===== src/rtl/i2cPtrPkg.sv =====
package i2cPtrPkg;
  localparam int BYTE_W = 8;

  typedef struct packed {
    logic rxShift;   // sample SDA into the receive shifter
    logic ptrWr;     // received byte is the pointer
    logic wrFirst;   // received byte is the first data byte
    logic wrSecond;  // received byte is the second data byte
    logic txLoad;    // load the transmit shifter
    logic txLoadLo;  // qualifier of txLoad: lower byte wanted
    logic txShift;   // advance the transmit shifter
  } strobeT;

  typedef enum logic [2:0] {
    ST_IDLE, ST_RX, ST_RXACK, ST_TX, ST_TXACK, ST_WAIT
  } ctrlStateT;
endpackage


===== src/rtl/i2cPtrData.sv =====
module i2cPtrData
  import i2cPtrPkg::*;
#(
  parameter int REG_W = 16,
  parameter int CFG_W = 8,
  parameter logic [REG_W-1:0] HYST_RST = 16'h4B00,
  parameter logic [REG_W-1:0] LIM_RST  = 16'h5000,
  parameter logic [CFG_W-1:0] CFG_RST  = '0
) (
  input  logic              clk,
  input  logic              rstN,
  input  strobeT            strb,
  input  logic              sdaBit,
  input  logic [REG_W-1:0]  tempIn,
  output logic [BYTE_W-1:0] rxByte,
  output logic              txBit,
  output logic              wideReg,
  output logic [REG_W-1:0]  hystOut,
  output logic [REG_W-1:0]  limitOut,
  output logic [CFG_W-1:0]  cfgOut
);
  localparam int NUM_LIM = 2;

  logic [1:0]        ptr;
  logic [BYTE_W-1:0] rxSh, txSh, holdHi, snapLo, loadByte;
  logic [CFG_W-1:0]  cfgR;
  logic [REG_W-1:0]  limRegs [NUM_LIM];

  always_ff @(posedge clk or negedge rstN) begin
    if (!rstN) begin
      ptr    <= '0;
      rxSh   <= '0;
      holdHi <= '0;
      cfgR   <= CFG_RST;
    end else begin
      if (strb.rxShift) rxSh <= {rxSh[BYTE_W-2:0], sdaBit};
      if (strb.ptrWr) ptr <= rxSh[1:0];
      if (strb.wrFirst) begin
        if (ptr == 2'b01) cfgR <= rxSh[CFG_W-1:0];
        else holdHi <= rxSh;
      end
    end
  end

  // limit registers: pointer codes 2 (hysteresis) and 3 (upper limit)
  for (genvar g = 0; g < NUM_LIM; g++) begin : g_lim
    always_ff @(posedge clk or negedge rstN) begin
      if (!rstN) limRegs[g] <= (g == 0) ? HYST_RST : LIM_RST;
      else if (strb.wrSecond && ptr == 2'(g + 2)) limRegs[g] <= {holdHi, rxSh};
    end
  end

  always_comb begin
    unique case (ptr)
      2'b00:   loadByte = strb.txLoadLo ? snapLo : tempIn[REG_W-1:BYTE_W];
      2'b01:   loadByte = cfgR;
      2'b10:   loadByte = strb.txLoadLo ? limRegs[0][BYTE_W-1:0] : limRegs[0][REG_W-1:BYTE_W];
      default: loadByte = strb.txLoadLo ? limRegs[1][BYTE_W-1:0] : limRegs[1][REG_W-1:BYTE_W];
    endcase
  end

  always_ff @(posedge clk or negedge rstN) begin
    if (!rstN) begin
      txSh   <= '1;
      snapLo <= '0;
    end else if (strb.txLoad) begin
      txSh <= loadByte;
      if (!strb.txLoadLo) snapLo <= tempIn[BYTE_W-1:0];
    end else if (strb.txShift) begin
      txSh <= {txSh[BYTE_W-2:0], 1'b1};
    end
  end

  assign rxByte   = rxSh;
  assign txBit    = txSh[BYTE_W-1];
  assign wideReg  = (ptr != 2'b01);
  assign hystOut  = limRegs[0];
  assign limitOut = limRegs[1];
  assign cfgOut   = cfgR;
endmodule


===== src/rtl/i2cPtrCtrl.sv =====
module i2cPtrCtrl
  import i2cPtrPkg::*;
#(
  parameter logic [3:0] PREFIX = 4'b1001,
  parameter int SYNC_STAGES = 2
) (
  input  logic              clk,
  input  logic              rstN,
  input  logic              sclIn,
  input  logic              sdaIn,
  input  logic [2:0]        addrPins,
  input  logic [BYTE_W-1:0] rxByte,
  input  logic              txBit,
  input  logic              wideReg,
  output strobeT            strb,
  output logic              sdaBit,
  output logic              sdaOe,
  output logic              sclLevel,
  output logic              startSeen,
  output logic              stopSeen
);
  localparam int CNT_W = $clog2(BYTE_W + 1);
  localparam logic [CNT_W-1:0] LAST_RX = CNT_W'(BYTE_W);
  localparam logic [CNT_W-1:0] LAST_TX = CNT_W'(BYTE_W - 1);

  logic [SYNC_STAGES-1:0] sclSync, sdaSync;
  logic sclS, sdaS, sclPrev, sdaPrev, sclRise, sclFall;
  ctrlStateT state;
  logic [CNT_W-1:0] bitCnt;
  logic [2:0] byteCnt;
  logic isRead, txLo, ackOe, mAck, addrHit;

  always_ff @(posedge clk or negedge rstN) begin
    if (!rstN) begin
      sclSync <= '1;
      sdaSync <= '1;
      sclPrev <= 1'b1;
      sdaPrev <= 1'b1;
    end else begin
      sclSync <= {sclSync[SYNC_STAGES-2:0], sclIn};
      sdaSync <= {sdaSync[SYNC_STAGES-2:0], sdaIn};
      sclPrev <= sclS;
      sdaPrev <= sdaS;
    end
  end

  assign sclS      = sclSync[SYNC_STAGES-1];
  assign sdaS      = sdaSync[SYNC_STAGES-1];
  assign sclRise   = sclS & ~sclPrev;
  assign sclFall   = ~sclS & sclPrev;
  assign startSeen = sclS & sclPrev & sdaPrev & ~sdaS;
  assign stopSeen  = sclS & sclPrev & ~sdaPrev & sdaS;
  assign addrHit   = (rxByte[BYTE_W-1:1] == {PREFIX, addrPins});

  always_comb begin
    strb = '0;
    if (!startSeen && !stopSeen) begin
      unique case (state)
        ST_RX: begin
          strb.rxShift = sclRise;
          if (sclFall && bitCnt == LAST_RX) begin
            strb.ptrWr    = (byteCnt == 3'd1);
            strb.wrFirst  = (byteCnt == 3'd2);
            strb.wrSecond = (byteCnt == 3'd3);
          end
        end
        ST_RXACK: strb.txLoad = sclFall && byteCnt == 3'd0 && isRead;
        ST_TX:    strb.txShift = sclFall && bitCnt != LAST_TX;
        ST_TXACK: begin
          strb.txLoad   = sclFall && mAck;
          strb.txLoadLo = wideReg & ~txLo;
        end
        default: ;
      endcase
    end
  end

  always_ff @(posedge clk or negedge rstN) begin
    if (!rstN) begin
      state   <= ST_IDLE;
      bitCnt  <= '0;
      byteCnt <= '0;
      isRead  <= 1'b0;
      txLo    <= 1'b0;
      ackOe   <= 1'b0;
      mAck    <= 1'b0;
    end else if (startSeen) begin
      state   <= ST_RX;
      bitCnt  <= '0;
      byteCnt <= '0;
      ackOe   <= 1'b0;
    end else if (stopSeen) begin
      state <= ST_IDLE;
      ackOe <= 1'b0;
    end else begin
      unique case (state)
        ST_RX: begin
          if (sclRise) bitCnt <= bitCnt + 1'b1;
          if (sclFall && bitCnt == LAST_RX) begin
            if (byteCnt == 3'd0 && !addrHit) state <= ST_WAIT;
            else begin
              ackOe <= 1'b1;
              state <= ST_RXACK;
              if (byteCnt == 3'd0) isRead <= rxByte[0];
            end
          end
        end
        ST_RXACK: if (sclFall) begin
          ackOe  <= 1'b0;
          bitCnt <= '0;
          if (byteCnt == 3'd0 && isRead) begin
            state <= ST_TX;
            txLo  <= 1'b0;
          end else begin
            state <= ST_RX;
            if (byteCnt != 3'd4) byteCnt <= byteCnt + 1'b1;
          end
        end
        ST_TX: if (sclFall) begin
          if (bitCnt == LAST_TX) state <= ST_TXACK;
          else bitCnt <= bitCnt + 1'b1;
        end
        ST_TXACK: begin
          if (sclRise) mAck <= ~sdaS;
          if (sclFall) begin
            if (mAck) begin
              state  <= ST_TX;
              bitCnt <= '0;
              txLo   <= wideReg & ~txLo;
            end else state <= ST_WAIT;
          end
        end
        default: ;
      endcase
    end
  end

  assign sdaOe    = (state == ST_TX) ? ~txBit : ackOe;
  assign sdaBit   = sdaS;
  assign sclLevel = sclS;
endmodule


===== src/rtl/i2cPtrSlave.sv =====
module i2cPtrSlave
  import i2cPtrPkg::*;
#(
  parameter logic [3:0] PREFIX = 4'b1001,
  parameter int SYNC_STAGES = 2,
  parameter int REG_W = 16,
  parameter int CFG_W = 8,
  parameter logic [REG_W-1:0] HYST_RST = 16'h4B00,
  parameter logic [REG_W-1:0] LIM_RST  = 16'h5000,
  parameter logic [CFG_W-1:0] CFG_RST  = '0
) (
  input  logic             clk,
  input  logic             rstN,
  input  logic             sclIn,
  input  logic             sdaIn,
  output logic             sdaOe,
  input  logic [2:0]       addrPins,
  input  logic [REG_W-1:0] tempIn,
  output logic [REG_W-1:0] hystOut,
  output logic [REG_W-1:0] limitOut,
  output logic [CFG_W-1:0] cfgOut
);
  strobeT strb;
  logic [BYTE_W-1:0] rxByte;
  logic txBit, wideReg, sdaBit, sclLevel, startSeen, stopSeen;

  i2cPtrCtrl #(.PREFIX(PREFIX), .SYNC_STAGES(SYNC_STAGES)) u_ctrl (
    .clk(clk), .rstN(rstN), .sclIn(sclIn), .sdaIn(sdaIn), .addrPins(addrPins),
    .rxByte(rxByte), .txBit(txBit), .wideReg(wideReg), .strb(strb),
    .sdaBit(sdaBit), .sdaOe(sdaOe), .sclLevel(sclLevel),
    .startSeen(startSeen), .stopSeen(stopSeen)
  );

  i2cPtrData #(.REG_W(REG_W), .CFG_W(CFG_W), .HYST_RST(HYST_RST),
               .LIM_RST(LIM_RST), .CFG_RST(CFG_RST)) u_data (
    .clk(clk), .rstN(rstN), .strb(strb), .sdaBit(sdaBit), .tempIn(tempIn),
    .rxByte(rxByte), .txBit(txBit), .wideReg(wideReg),
    .hystOut(hystOut), .limitOut(limitOut), .cfgOut(cfgOut)
  );
endmodule


===== config.mk =====
export PLATFORM = sky130hd
export DESIGN_NAME = i2cPtrSlave
export DESIGN_NICKNAME = d
export VERILOG_FILES = /design/src/rtl/i2cPtrPkg.sv /design/src/rtl/i2cPtrData.sv /design/src/rtl/i2cPtrCtrl.sv /design/src/rtl/i2cPtrSlave.sv
export SDC_FILE = /design/constraint.sdc
export NUM_CORES = 1
export LEC_CHECK = 0
export ABC_AREA = 1
export BUFFER_PORTS_ARGS = -buffer_cell sky130_fd_sc_hd__buf_2
export CAP_MARGIN = 5
export CORE_MARGIN = 5
export CORE_UTILIZATION = 54
export CTS_BUF_LIST = sky130_fd_sc_hd__clkbuf_8
export DETAILED_ROUTE_END_ITERATION = 10
export HOLD_SLACK_MARGIN = 0.15
export PLACE_DENSITY = 0.79
export SYNTH_ARGS = -nofsm -noshare
export SYNTH_HDL_FRONTEND = slang
export SYNTH_SLANG_ARGS = --single-unit

===== constraint.sdc =====
create_clock -name clk -period 1.6 [get_ports clk]
set_clock_uncertainty 0.1 [all_clocks]
set_input_delay 0.24 -clock clk [delete_from_list [all_inputs] [get_ports clk]]
set_output_delay 0.24 -clock clk [all_outputs]
set_load 0.1 [all_outputs]

==> impl.org <==
** Status
- Status :: complete, but fails checks
- The final reports fail on negative setup slack.

** Synthesis
- Mapped Cells :: 585
- Number of distinct library cell variants in the gate-level netlist after synthesis :: 30
- Cell area after technology mapping :: 4680 um2
- For this run, the number of Yosys warnings is 0.
- Sequential element share of the synthesized area :: 0.508
- After synthesis, the mean cell area works out to 8.00 um2.
- Net Count, Synth :: 615
- Counting flops and latches in the post-synthesis netlist gives 94.

** Global route
- Global routing finished with a remaining overflow of 0.
- Maximum number of pins on one net before global-route repair :: 38
- Wire length of the first global-routing pass :: 23900 um
- For this run, the total global-route usage over all layers was measured as 0.293.
- The number of antenna violations at the first check in global routing is 0.
- Via count of the first global-routing pass :: 4727

** STA
- In the post-route analysis, the smallest setup slack over all paths is -0.391 ns.
- Number of endpoints failing setup at the final stage :: 89
- The routed design could run at a clock period as short as 1.99 ns.
- Worst max-slew margin expressed relative to the limit :: 0.661
- Worst-Margin Slew :: 0.509 ns
- Setup repair after global routing could not meet its margin everywhere.
- Setup TNS :: -19.58 ns
- Post-route worst hold slack :: 0.257 ns
- Dividing the final minimum period by the clock period gives 1.24.
- Number of hold violations in the final report :: 0
- Derived from the worst setup path, the maximum achievable clock frequency is 502 MHz.
- Max Slew Vio Count :: 0

** Die
- Placeable Area :: 8590 um2
- Starting density of the core :: 0.545
- The floorplan has 34 rows.
- The die is 103 um tall.
- The die covers 10600 um2.
- In this run the horizontal extent of the chip is 103 um.
- For this design the top-level I/O count stands at 64.

** Power
- Dividing total power by cell area gives a power density of 1250 nW/um2.
- For this design the static power due to leakage is 3.42 nW.
- Worst vdd rail ir drop :: 0.00105 V

** Placement
- Number of port buffers :: 63
- Cell count after placement :: 791
- Detailed placement ended at an HPWL of 9270 um.
- Worst slack, placed :: -0.207 ns
- Routability cong. :: 0.972

** Drt
- The final layout contains routed wiring with a total length of 19900 um.
- Detailed router's first-iteration violation count :: 766
- First-pass DRT Iterations :: 6
- Routed WL per cell :: 23.3 um
- Detail-routed via count per cell :: 6.32
- The routed layout has 5393 vias.
- Residual antenna-violating net count after detailed routing :: 0
- In the routed design, unresolved DRC markers number 0.

** Job
- Number of max-cap violations :: 0

** CTS
- The tree is rooted in a sky130_fd_sc_hd__clkbuf_8.
- Clock tree buffer depth :: 2
- TritonCTS built the clock tree.
- In this run the number of H-tree levels came out at 3.
- Number of CTS-inserted buffers :: 9
- The tree built by TritonCTS fans out to 94 sinks.
- Clock latency reported for the late side of the worst-skew pair :: 0.39 ns
- Clock-pin slew was measured on the worst setup and hold paths at 0.11 ns.

** Cells and area
- Most frequent standard cell in the layout excluding fill and tap cells :: sky130_fd_sc_hd__nand2_1
- Area growth from synthesis to final layout :: 57.1%
- Post-layout util :: 0.856
- Highest-count cells in the layout ignoring fill and taps :: sky130_fd_sc_hd__nand2_1, sky130_fd_sc_hd__dfrtp_1, sky130_fd_sc_hd__inv_1
- The repair_antennas step left the layout with diodes totalling 0.
- After the last flow step, the layout net total stands at 770.
- Number of inserted filler cells in the final layout :: 369
- In the final layout, the share of cells above drive strength 1 is 0.485.
- Post-route insts no fill :: 853

** Worst setup path
- The most critical setup path has its startpoint at u_data.ptr[0].
- The worst register-to-register path begins at u_data.ptr[0].
- Crit path launch type :: flop
- The worst setup path is captured at a flop.
- For the worst setup path, the data required time is 1.77 ns.
- STA puts the critical path data arrival time at 2.16 ns.
- Of all nets on the critical path, the largest fanout is 8.
- FF-to-FF setup slack :: -0.39 ns
- Worst Setup Path Type :: reg -> reg
- The most critical setup path has its endpoint at u_data.limitOut[13].
- In this run the critical register-to-register path is captured at u_data.limitOut[13].
- Counting cells, the worst reg-to-reg path comes to 7.

** Hold path
- The min-delay analysis places its worst path in the category in -> async.
## layout make-up
class                           count  area [um2]  area share
Multi-Input combinational cell    398        2690       0.366
Sequential cell                    94        2380       0.323
Timing Repair Buffer              158        1590       0.216
Inverter                           77         318      0.0432
Clock buffer                       10         138      0.0187
Tap cell                          108         135      0.0184
Clock inverter                      6        91.3      0.0124
Timing Repair inverter              2        13.8     0.00187
## worst min path at each step
stage	cells after the start	slack, ns	end	start
floorplan	0	-0.16	u_ctrl.ackOe	rstN
global placement	1	0.13	u_data.limitOut[9]	rstN
detailed placement	1	0.14	u_data.snapLo[6]	rstN
CTS	7	0.23	u_data.txSh[3]	tempIn[11]
global route	0	0.27	u_ctrl.sclSync[1]	u_ctrl.sclSync[0]
finish	2	0.26	u_data.limitOut[6]	rstN
## power breakdown
part	internal, mW	switching (mW)
Sequential	2.86	0.274
Clock	0.936	0.971
Combinational	1.60	2.53
## worst max-delay path, cell delays in order, from the launching register on
cell	delay (ns)
sky130_fd_sc_hd__dfrtp_1	0.46
sky130_fd_sc_hd__buf_4	0.20
sky130_fd_sc_hd__nand2_1	0.18
sky130_fd_sc_hd__inv_1	0.31
sky130_fd_sc_hd__nand3_4	0.22
sky130_fd_sc_hd__clkbuf_16	0.24
sky130_fd_sc_hd__nand2_1	0.07
sky130_fd_sc_hd__o21ai_1	0.09
## cells by family (layout without fill, tap and decap cells)
| kind of cell | after synthesis | in the layout | synth area share |
|---|---|---|---|
| AND/OR/NAND/NOR | 283 | 283 | 0.270 |
| adder cells (fa/ha/maj) | 7 | 7 | 0.0187 |
| buffers and inverters | 93 | 253 | 0.0826 |
| AO/OA/AOI/OAI | 106 | 106 | 0.117 |
| XOR/XNOR | 2 | 2 | 0.00374 |
| flip-flops | 94 | 94 | 0.508 |
## state kept, by name, summed over array words and instances (netlist names), 2 cells and up
register / flops
u_ctrl.byteCnt: 3
u_ctrl.bitCnt: 4
u_data.txSh: 8
u_ctrl.state: 3
u_data.snapLo: 8
u_data.hystOut: 16
u_ctrl.sclSync: 2
u_ctrl.sdaSync: 2
u_data.ptr: 2
u_data.rxByte: 8
u_data.limitOut: 16
u_data.cfgOut: 8
u_data.holdHi: 8
## layer usage
layer	part of all wire	track usage	vias to the layer above	wire, um
met1	0.35	0.400	2569	6940
met4	0.063	0.115	0	1260
met3	0.12	0.0541	145	2330
met2	0.47	0.465	498	9370
li1	-	-	2181	-
met5	0	0	-	0
## cells in the mapped netlist, drive strengths merged
cell type	n	area, um2
dfrtp	74	1850
nand3	54	308
o22ai	2	12.5
clkbuf	5	18.8
a31oi	1	6.26
dfstp	20	526
nor2	36	166
a21oi	17	92.6
a21o	1	7.51
xor2	1	8.76
buf	11	78.8
nand3b	6	45.0
xnor2	1	8.76
ha	7	87.6
nand2	180	706
o21ai	85	429
nand4	3	18.8
nor3	4	20.0
inv	77	289
## through the flow
| stage | area, um2 | power [mW] |
|---|---|---|
| 2_1_floorplan | 4770 | 4.87 |
| 3_3_place_gp | 5700 | 5.82 |
| 3_5_place_dp | 5700 | 5.91 |
| 4_1_cts | 6590 | 8.15 |
| 5_1_grt | 7350 | 9.49 |
| 6_report | 7350 | 9.17 |
## timing repair
| item | in CTS | in global routing |
|---|---|---|
| endpoints found under the setup margin | 75 | 101 |
| hold endpoints to repair | 93 | 0 |
| pin swaps | 19 | 33 |
| buffers inserted | 14 | 11 |
| gates resized for setup | 109 | 200 |
| cloned | 8 | 3 |
| hold buffers | 11 | 0 |
Power figures use the tool's default switching activity.
